### src/rtl/vlp_pkg.sv
package vlp_pkg;
    localparam int LANES  = 16;
    localparam int HALF   = LANES / 2;
    localparam int BEAT_B = LANES / 4;
    localparam int FLD_W  = 4;
    localparam int RES_W  = 4;
    localparam int PRED_W = LANES + 2 * FLD_W;

    typedef enum logic [RES_W-1:0] {
        RS_NONE         = 4'd0,
        RS_BEAT0        = 4'd1,
        RS_BEAT01       = 4'd2,
        RS_BEAT012      = 4'd4,
        RS_BEAT012_NEXT = 4'd5
    } resume_e;

    typedef struct packed {
        logic [FLD_W-1:0] fld_hi;
        logic [FLD_W-1:0] fld_lo;
        logic [LANES-1:0] lanes;
    } pred_t;
endpackage

### src/rtl/vlp_base_mask.sv
module vlp_base_mask
    import vlp_pkg::*;
(
    input  pred_t            pred_i,
    output logic [LANES-1:0] base_o
);
    for (genvar h = 0; h < 2; h++) begin : g_half
        logic [FLD_W-1:0] fld;
        if (h == 0) begin : g_lo
            assign fld = pred_i.fld_lo;
        end else begin : g_hi
            assign fld = pred_i.fld_hi;
        end
        // a zero step field means no predication on this half
        assign base_o[h*HALF +: HALF] = (fld == '0) ? {HALF{1'b1}}
                                                    : pred_i.lanes[h*HALF +: HALF];
    end
endmodule

### src/rtl/vlp_tail_clip.sv
module vlp_tail_clip
    import vlp_pkg::*;
#(
    parameter int CNT_W = 32,
    parameter int SZ_W  = 3
) (
    input  logic [LANES-1:0] mask_i,
    input  logic [SZ_W-1:0]  sz_i,
    input  logic [CNT_W-1:0] cnt_i,
    output logic [LANES-1:0] mask_o
);
    localparam int LOG_L = $clog2(LANES);

    logic             active;
    logic [CNT_W-1:0] limit;
    logic [CNT_W-1:0] keep_len;
    logic [LANES-1:0] keep;

    always_comb begin
        limit    = CNT_W'(LANES) >> sz_i;
        active   = (sz_i < SZ_W'(LOG_L)) && (cnt_i <= limit);
        keep_len = cnt_i << sz_i;
        for (int i = 0; i < LANES; i++) begin
            keep[i] = !active || (CNT_W'(i) < keep_len);
        end
        mask_o = mask_i & keep;
    end
endmodule

### src/rtl/vlp_beat_gate.sv
module vlp_beat_gate
    import vlp_pkg::*;
(
    input  logic [LANES-1:0] mask_i,
    input  logic [FLD_W-1:0] cond_lo_i,
    input  logic [RES_W-1:0] resume_i,
    output logic [LANES-1:0] mask_o,
    output logic             bad_o
);
    localparam logic [LANES-1:0] ALL   = {LANES{1'b1}};
    localparam logic [LANES-1:0] KEEP1 = ALL << (BEAT_B * 1);
    localparam logic [LANES-1:0] KEEP2 = ALL << (BEAT_B * 2);
    localparam logic [LANES-1:0] KEEP3 = ALL << (BEAT_B * 3);

    logic [LANES-1:0] keep;

    always_comb begin
        keep  = ALL;
        bad_o = 1'b0;
        if (cond_lo_i == '0) begin
            case (resume_i)
                RS_NONE:                     keep = ALL;
                RS_BEAT0:                    keep = KEEP1;
                RS_BEAT01:                   keep = KEEP2;
                RS_BEAT012, RS_BEAT012_NEXT: keep = KEEP3;
                default:                     bad_o = 1'b1;
            endcase
        end
        mask_o = mask_i & keep;
    end
endmodule

### src/rtl/vlp_pred_step.sv
module vlp_pred_step
    import vlp_pkg::*;
(
    input  pred_t cur_i,
    output pred_t nxt_i
);
    localparam logic [FLD_W-1:0] FLIP_MIN = FLD_W'(8);

    always_comb begin
        nxt_i = cur_i;
        if (cur_i.fld_lo != '0 || cur_i.fld_hi != '0) begin
            if (cur_i.fld_lo > FLIP_MIN) begin
                nxt_i.lanes[HALF-1:0] = ~cur_i.lanes[HALF-1:0];
            end
            if (cur_i.fld_hi > FLIP_MIN) begin
                nxt_i.lanes[LANES-1:HALF] = ~cur_i.lanes[LANES-1:HALF];
            end
            nxt_i.fld_lo = {cur_i.fld_lo[FLD_W-2:0], 1'b0};
            nxt_i.fld_hi = {cur_i.fld_hi[FLD_W-2:0], 1'b0};
        end
    end
endmodule

### src/rtl/vlane_pred_mask.sv
module vlane_pred_mask
    import vlp_pkg::*;
#(
    parameter int CNT_W = 32,
    parameter int SZ_W  = 3
) (
    input  logic              clk_i,
    input  logic              rst_i,
    input  logic              load_i,
    input  logic [PRED_W-1:0] load_pred_i,
    input  logic [RES_W-1:0]  load_resume_i,
    input  logic              advance_i,
    input  logic [FLD_W-1:0]  cond_lo_i,
    input  logic [SZ_W-1:0]   elem_sz_i,
    input  logic [CNT_W-1:0]  loop_cnt_i,
    output logic [LANES-1:0]  lane_mask_o,
    output logic [PRED_W-1:0] pred_o,
    output logic [RES_W-1:0]  resume_o,
    output logic              bad_resume_o
);
    pred_t            pred_q, pred_nx, pred_stepped;
    logic [RES_W-1:0] resume_q, resume_nx;
    logic [LANES-1:0] base_mask, tail_mask;

    vlp_base_mask u_base (
        .pred_i (pred_q),
        .base_o (base_mask)
    );

    vlp_tail_clip #(.CNT_W(CNT_W), .SZ_W(SZ_W)) u_tail (
        .mask_i (base_mask),
        .sz_i   (elem_sz_i),
        .cnt_i  (loop_cnt_i),
        .mask_o (tail_mask)
    );

    vlp_beat_gate u_beat (
        .mask_i    (tail_mask),
        .cond_lo_i (cond_lo_i),
        .resume_i  (resume_q),
        .mask_o    (lane_mask_o),
        .bad_o     (bad_resume_o)
    );

    vlp_pred_step u_step (
        .cur_i (pred_q),
        .nxt_i (pred_stepped)
    );

    // next state: LOAD over advance; advance takes REARM / CLEAR / HOLD
    always_comb begin
        pred_nx   = pred_q;
        resume_nx = resume_q;
        if (load_i) begin
            pred_nx   = pred_t'(load_pred_i);
            resume_nx = load_resume_i;
        end else if (advance_i) begin
            pred_nx = pred_stepped;
            if (cond_lo_i == '0) begin
                if (resume_q == RS_BEAT012_NEXT) begin
                    resume_nx = RS_BEAT0;
                end else begin
                    resume_nx = RS_NONE;
                end
            end
        end
    end

    // state register
    always_ff @(posedge clk_i) begin
        if (rst_i) begin
            pred_q   <= '0;
            resume_q <= RS_NONE;
        end else begin
            pred_q   <= pred_nx;
            resume_q <= resume_nx;
        end
    end

    // outputs
    always_comb begin
        pred_o   = pred_q;
        resume_o = resume_q;
    end

    p_hold_r11: assert property (@(posedge clk_i) disable iff (rst_i)
        (!load_i && !advance_i) |=> ($stable(pred_q) && $stable(resume_q)));

    p_resume_hold_r6: assert property (@(posedge clk_i) disable iff (rst_i)
        (!load_i && advance_i && cond_lo_i != '0) |=> $stable(resume_q));

    p_resume_step_r7: assert property (@(posedge clk_i) disable iff (rst_i)
        (!load_i && advance_i && cond_lo_i == '0)
            |=> (resume_q == RS_NONE || resume_q == RS_BEAT0));

    p_pred_idle_r8: assert property (@(posedge clk_i) disable iff (rst_i)
        (!load_i && advance_i && pred_q.fld_lo == '0 && pred_q.fld_hi == '0)
            |=> $stable(pred_q));

    p_field_shift_r9: assert property (@(posedge clk_i) disable iff (rst_i)
        (!load_i && advance_i) |=> (!pred_q.fld_lo[0] && !pred_q.fld_hi[0]));

    p_load_r10: assert property (@(posedge clk_i) disable iff (rst_i)
        load_i |=> (pred_o == $past(load_pred_i) && resume_o == $past(load_resume_i)));

    p_bad_passes_r5: assert property (@(posedge clk_i) disable iff (rst_i)
        bad_resume_o |-> (lane_mask_o == tail_mask));

    p_cond_blocks_r6: assert property (@(posedge clk_i) disable iff (rst_i)
        (cond_lo_i != '0) |-> (lane_mask_o == tail_mask && !bad_resume_o));

    p_mask_subset_r3: assert property (@(posedge clk_i) disable iff (rst_i)
        ((lane_mask_o & ~base_mask) == '0));
endmodule

### config.mk
export PLATFORM = sky130hd
export DESIGN_NAME = vlane_pred_mask
export DESIGN_NICKNAME = d
export VERILOG_FILES = /design/src/rtl/vlp_pkg.sv /design/src/rtl/vlp_base_mask.sv /design/src/rtl/vlp_tail_clip.sv /design/src/rtl/vlp_beat_gate.sv /design/src/rtl/vlp_pred_step.sv /design/src/rtl/vlane_pred_mask.sv
export SDC_FILE = /design/constraint.sdc
export NUM_CORES = 1
export LEC_CHECK = 0
export BUFFER_PORTS_ARGS = -buffer_cell sky130_fd_sc_hd__buf_2
export CORE_MARGIN = 2
export CORE_UTILIZATION = 30
export DETAILED_ROUTE_END_ITERATION = 16
export PLACE_DENSITY = 0.6
export SLEW_MARGIN = 20
export SYNTH_ARGS = -nofsm -noshare
export SYNTH_HDL_FRONTEND = slang
export SYNTH_SLANG_ARGS = --single-unit
### constraint.sdc
create_clock -name clk_i -period 8.2 [get_ports clk_i]
set_clock_uncertainty 0.15 [all_clocks]
set_input_delay 1.23 -clock clk_i [delete_from_list [all_inputs] [get_ports clk_i]]
set_output_delay 1.23 -clock clk_i [all_outputs]
set_load 0.01 [all_outputs]
==> run_results.csv <==
group,metric,value,unit
outcome,status,"finished clean",
global_route,grt_max_degree,55,
logic_synthesis,yosysSeqAreaShare,25.9,%
logic_synthesis,yosysWarnings,0,
detailed_routing,wl,6.69,mm
setup_path,reg2reg_depth,5,
sta,fmax,193,MHz
clock_tree,root_buffer,"clkbuf_8",
floorplanning,dieArea,7920,um^2
floorplanning,initial_core_util,31.4,%
setup_path,crit_top_cell,"buf_2",
global_route,grt_pass1_vias,2182,
clock_tree,htree_levels,1,
power,combPwrFrac,32.0,%
logic_synthesis,avgSynthCellArea,7.40,um^2
placement,port_buffers,115,
setup_path,reg2reg_slack,6.24,ns
power,p_int,262,uW
logic_synthesis,synth-seq-cells,28,
global_route,track_usage,16.0,%
sta,hold_ws,0.377,ns
global_route,overflow,0,
logic_synthesis,syn_inst,293,
cells_and_area,final_nets,473,
clock_tree,clk-insertion-delay-late,0.27,ns
detailed_routing,vias_per_cell,4.98,
detailed_routing,antenna_left,0,
job,drv_cap,0,
worst_hold_path,whs_endpoint,"resume_o[0]",
cells_and_area,drive_gt1_share,33.3,%
setup_path,path_cells,"buf_2, or3b_1, a21oi_2, nor4b_2, a21oi_1, nor4_4, a311oi_1, buf_2",
sta,rsz0062_at_grt,"false",
setup_path,r2r-end,"pred_o[4]",
clock_tree,postCtsSetupBuffers,0,
setup_path,arrival,3.79,ns
clock_tree,clkTransAtPathRegs,0.09,ns
worst_hold_path,min_from,"resume_o[0]",
detailed_routing,num_vias,2452,
placement,place.gp.congestion,0.819,
placement,hpwl,5.29,mm
floorplanning,rows,30,
floorplanning,pin_count,116,
sta,max_slew_margin,36.5,%
logic_synthesis,synth_flop_cell,"dfxtp_1",
placement,dp.cells,488,
power,p_clk_share,27.9,%
logic_synthesis,synth_cell_types,45,
setup_path,max_stage_delay,0.76,ns
clock_tree,clock_path_buffers,2,
sta,finalHoldViolCount,0,
clock_tree,cts_buffers,3,
logic_synthesis,async_flop_share,0,%
logic_synthesis,synth_area,2170,um^2
detailed_routing,wl_per_cell,13.6,um
clock_tree,cts-resized-gates,0,
floorplanning,die_h,89.0,um
sta,fin_crit_sh,63.1,%
cells_and_area,final_cells,492,
setup_path,cp-end-kind,"output pin",
clock_tree,cts.sinks,28,
sta,tightest_slew,0.952,ns
power,power_density,134,nW/um^2
logic_synthesis,synth_edf_count,0,
worst_hold_path,hold_path_class,"flop to flop",
power,leakage,1.27,nW
setup_path,required,6.82,ns
setup_path,critPathKind,"primary input to output pin",
setup_path,crit_path_start_kind,"primary input",
global_route,grt_first_pass_wirelength,10.3,mm
sta,period_minus_slack,5.17,ns
setup_path,r2r_start,"pred_o[16]",
power,p_sw,120,uW
detailed_routing,drc,0,
sta,finalSetupViolCount,0,
cells_and_area,num_antenna_cells,0,
floorplanning,die_w,89.0,um
logic_synthesis,syn-num-nets,369,
setup_path,slowest_stage,"nor4_4",
clock_tree,cts_tree,"yes",
power,p_sw_share,31.4,%
detailed_routing,drtIter0Drc,95,
sta,tns,0,ns
worst_hold_path,whs_path_depth,2,
sta,maxSlewViolCount,0,
global_route,antenna_found_initial,0,
detailed_routing,drt_first_pass_iters,7,
setup_path,worstPathMaxFanout,31,
cells_and_area,area_growth_syn_to_layout,31.5,%
floorplanning,core,6910,um^2
power,peakVddDrop,0.0631,mV
clock_tree,hold_buffers,0,
power,seq_power_share,40.1,%
[how the worst max path moves through the flow]
stage / slack, ns / to / start
floorplan: 3.10 / lane_mask_o[0] / elem_sz_i[0]
finish: 3.03 / lane_mask_o[11] / elem_sz_i[0]
global placement: 3.11 / lane_mask_o[2] / elem_sz_i[0]
CTS: 3.07 / lane_mask_o[2] / elem_sz_i[0]
detailed placement: 3.06 / lane_mask_o[2] / elem_sz_i[0]
global route: 2.88 / lane_mask_o[11] / elem_sz_i[0]
[placed cells by master, fill, tap and decap left out, drive strengths merged, types with 2 or more instances in the layout]
cell	netlist	final
buf	7	116
nor2	80	80
a21oi	37	37
dfxtp	28	28
xor2	16	16
nor4	15	15
mux2i	9	9
a311oi	9	9
nor3	8	8
o21ai	7	7
nand2	6	6
a211oi	6	6
nor2b	5	5
ha	5	5
a22oi	4	4
o21a	4	4
or3	4	4
inv	3	3
nor3b	3	3
clkbuf	10	3
nor4b	3	3
nand3b	2	2
mux2	2	2
and4	2	2
nand3	2	2
a31oi	2	2
nand2b	2	2
o311ai	2	2
[cell type report]
cell class / count / area [um^2]
inverter: 3 / 11.3
clock buffer: 3 / 41.3
multi-input combinational: 245 / 1500
tap: 96 / 120
timing repair buffer: 116 / 583
fill: 757 / 4060
clock inverter: 1 / 30.0
sequential: 28 / 561
[registers in the layout, indices dropped and copies added, names as in the netlist]
signal    flops
resume_o      4
pred_o       24
[worst max-delay path: cells and delay by family]
kind	cells	cell delay [ns]
compound gates	3	0.53
buf+inv	2	0.63
simple gates	3	1.38
[routing by layer]
layer / wire, um / part of all wire [%] / track usage, %
met2: 2960 / 44 / 25.8
met3: 528 / 7.9 / 3.97
met5: 0 / 0 / 0
met4: 44 / 0.66 / 2.04
met1: 3150 / 47 / 22.4
[power groups by stage]
stage | sequential, mW | combinational (mW) | clock, mW
global route | 0.155 | 0.137 | 0.117
finish | 0.153 | 0.122 | 0.107
detailed placement | 0.156 | 0.122 | 0
global placement | 0.156 | 0.121 | 0
floorplan | 0.158 | 0.0679 | 0
CTS | 0.153 | 0.123 | 0.111
[cell usage after synthesis (2+ instances only)]
library cell,n,area (um^2)
a22oi_1,4,30.0
inv_1,3,11.3
mux2_2,2,22.5
nand3_1,2,10.0
a311oi_1,9,78.8
nor3b_1,3,22.5
nor3_1,8,40.0
or3_1,3,18.8
nor4_1,14,87.6
nand2b_1,2,12.5
o311ai_2,2,32.5
nor2b_1,5,31.3
a211oi_1,5,37.5
nand3b_1,2,15.0
xor2_1,16,140
ha_1,5,62.6
nand2_1,6,22.5
nor4b_2,2,30.0
o21a_1,4,30.0
buf_6,4,45.0
dfxtp_1,28,561
a21oi_1,36,180
and4_1,2,17.5
a31oi_1,2,12.5
buf_1,2,7.51
o21ai_0,7,35.0
mux2i_1,9,90.1
clkbuf_1,10,37.5
nor2_1,80,300
[per-stage QoR]
step	utilization (%)	setup slack [ns]	total power [mW]	cell area [um^2]
floorplan	-	3.10	0.226	2170
detailed placement	40.1	3.06	0.279	2770
global placement	40.1	3.11	0.277	2770
global route	41.3	2.88	0.409	2850
finish	41.3	3.03	0.383	2850
CTS	41.2	3.07	0.387	2840
[cells by family after synthesis]
| group | synth area share [%] |
|---|---|
| buf+inv | 5.02 |
| xor+xnor | 6.47 |
| flops | 25.9 |
| compound gates | 22.6 |
| simple gates | 31.9 |
| fa+ha+maj | 2.89 |
| mux | 5.20 |
(Power assumes the default switching activity.)
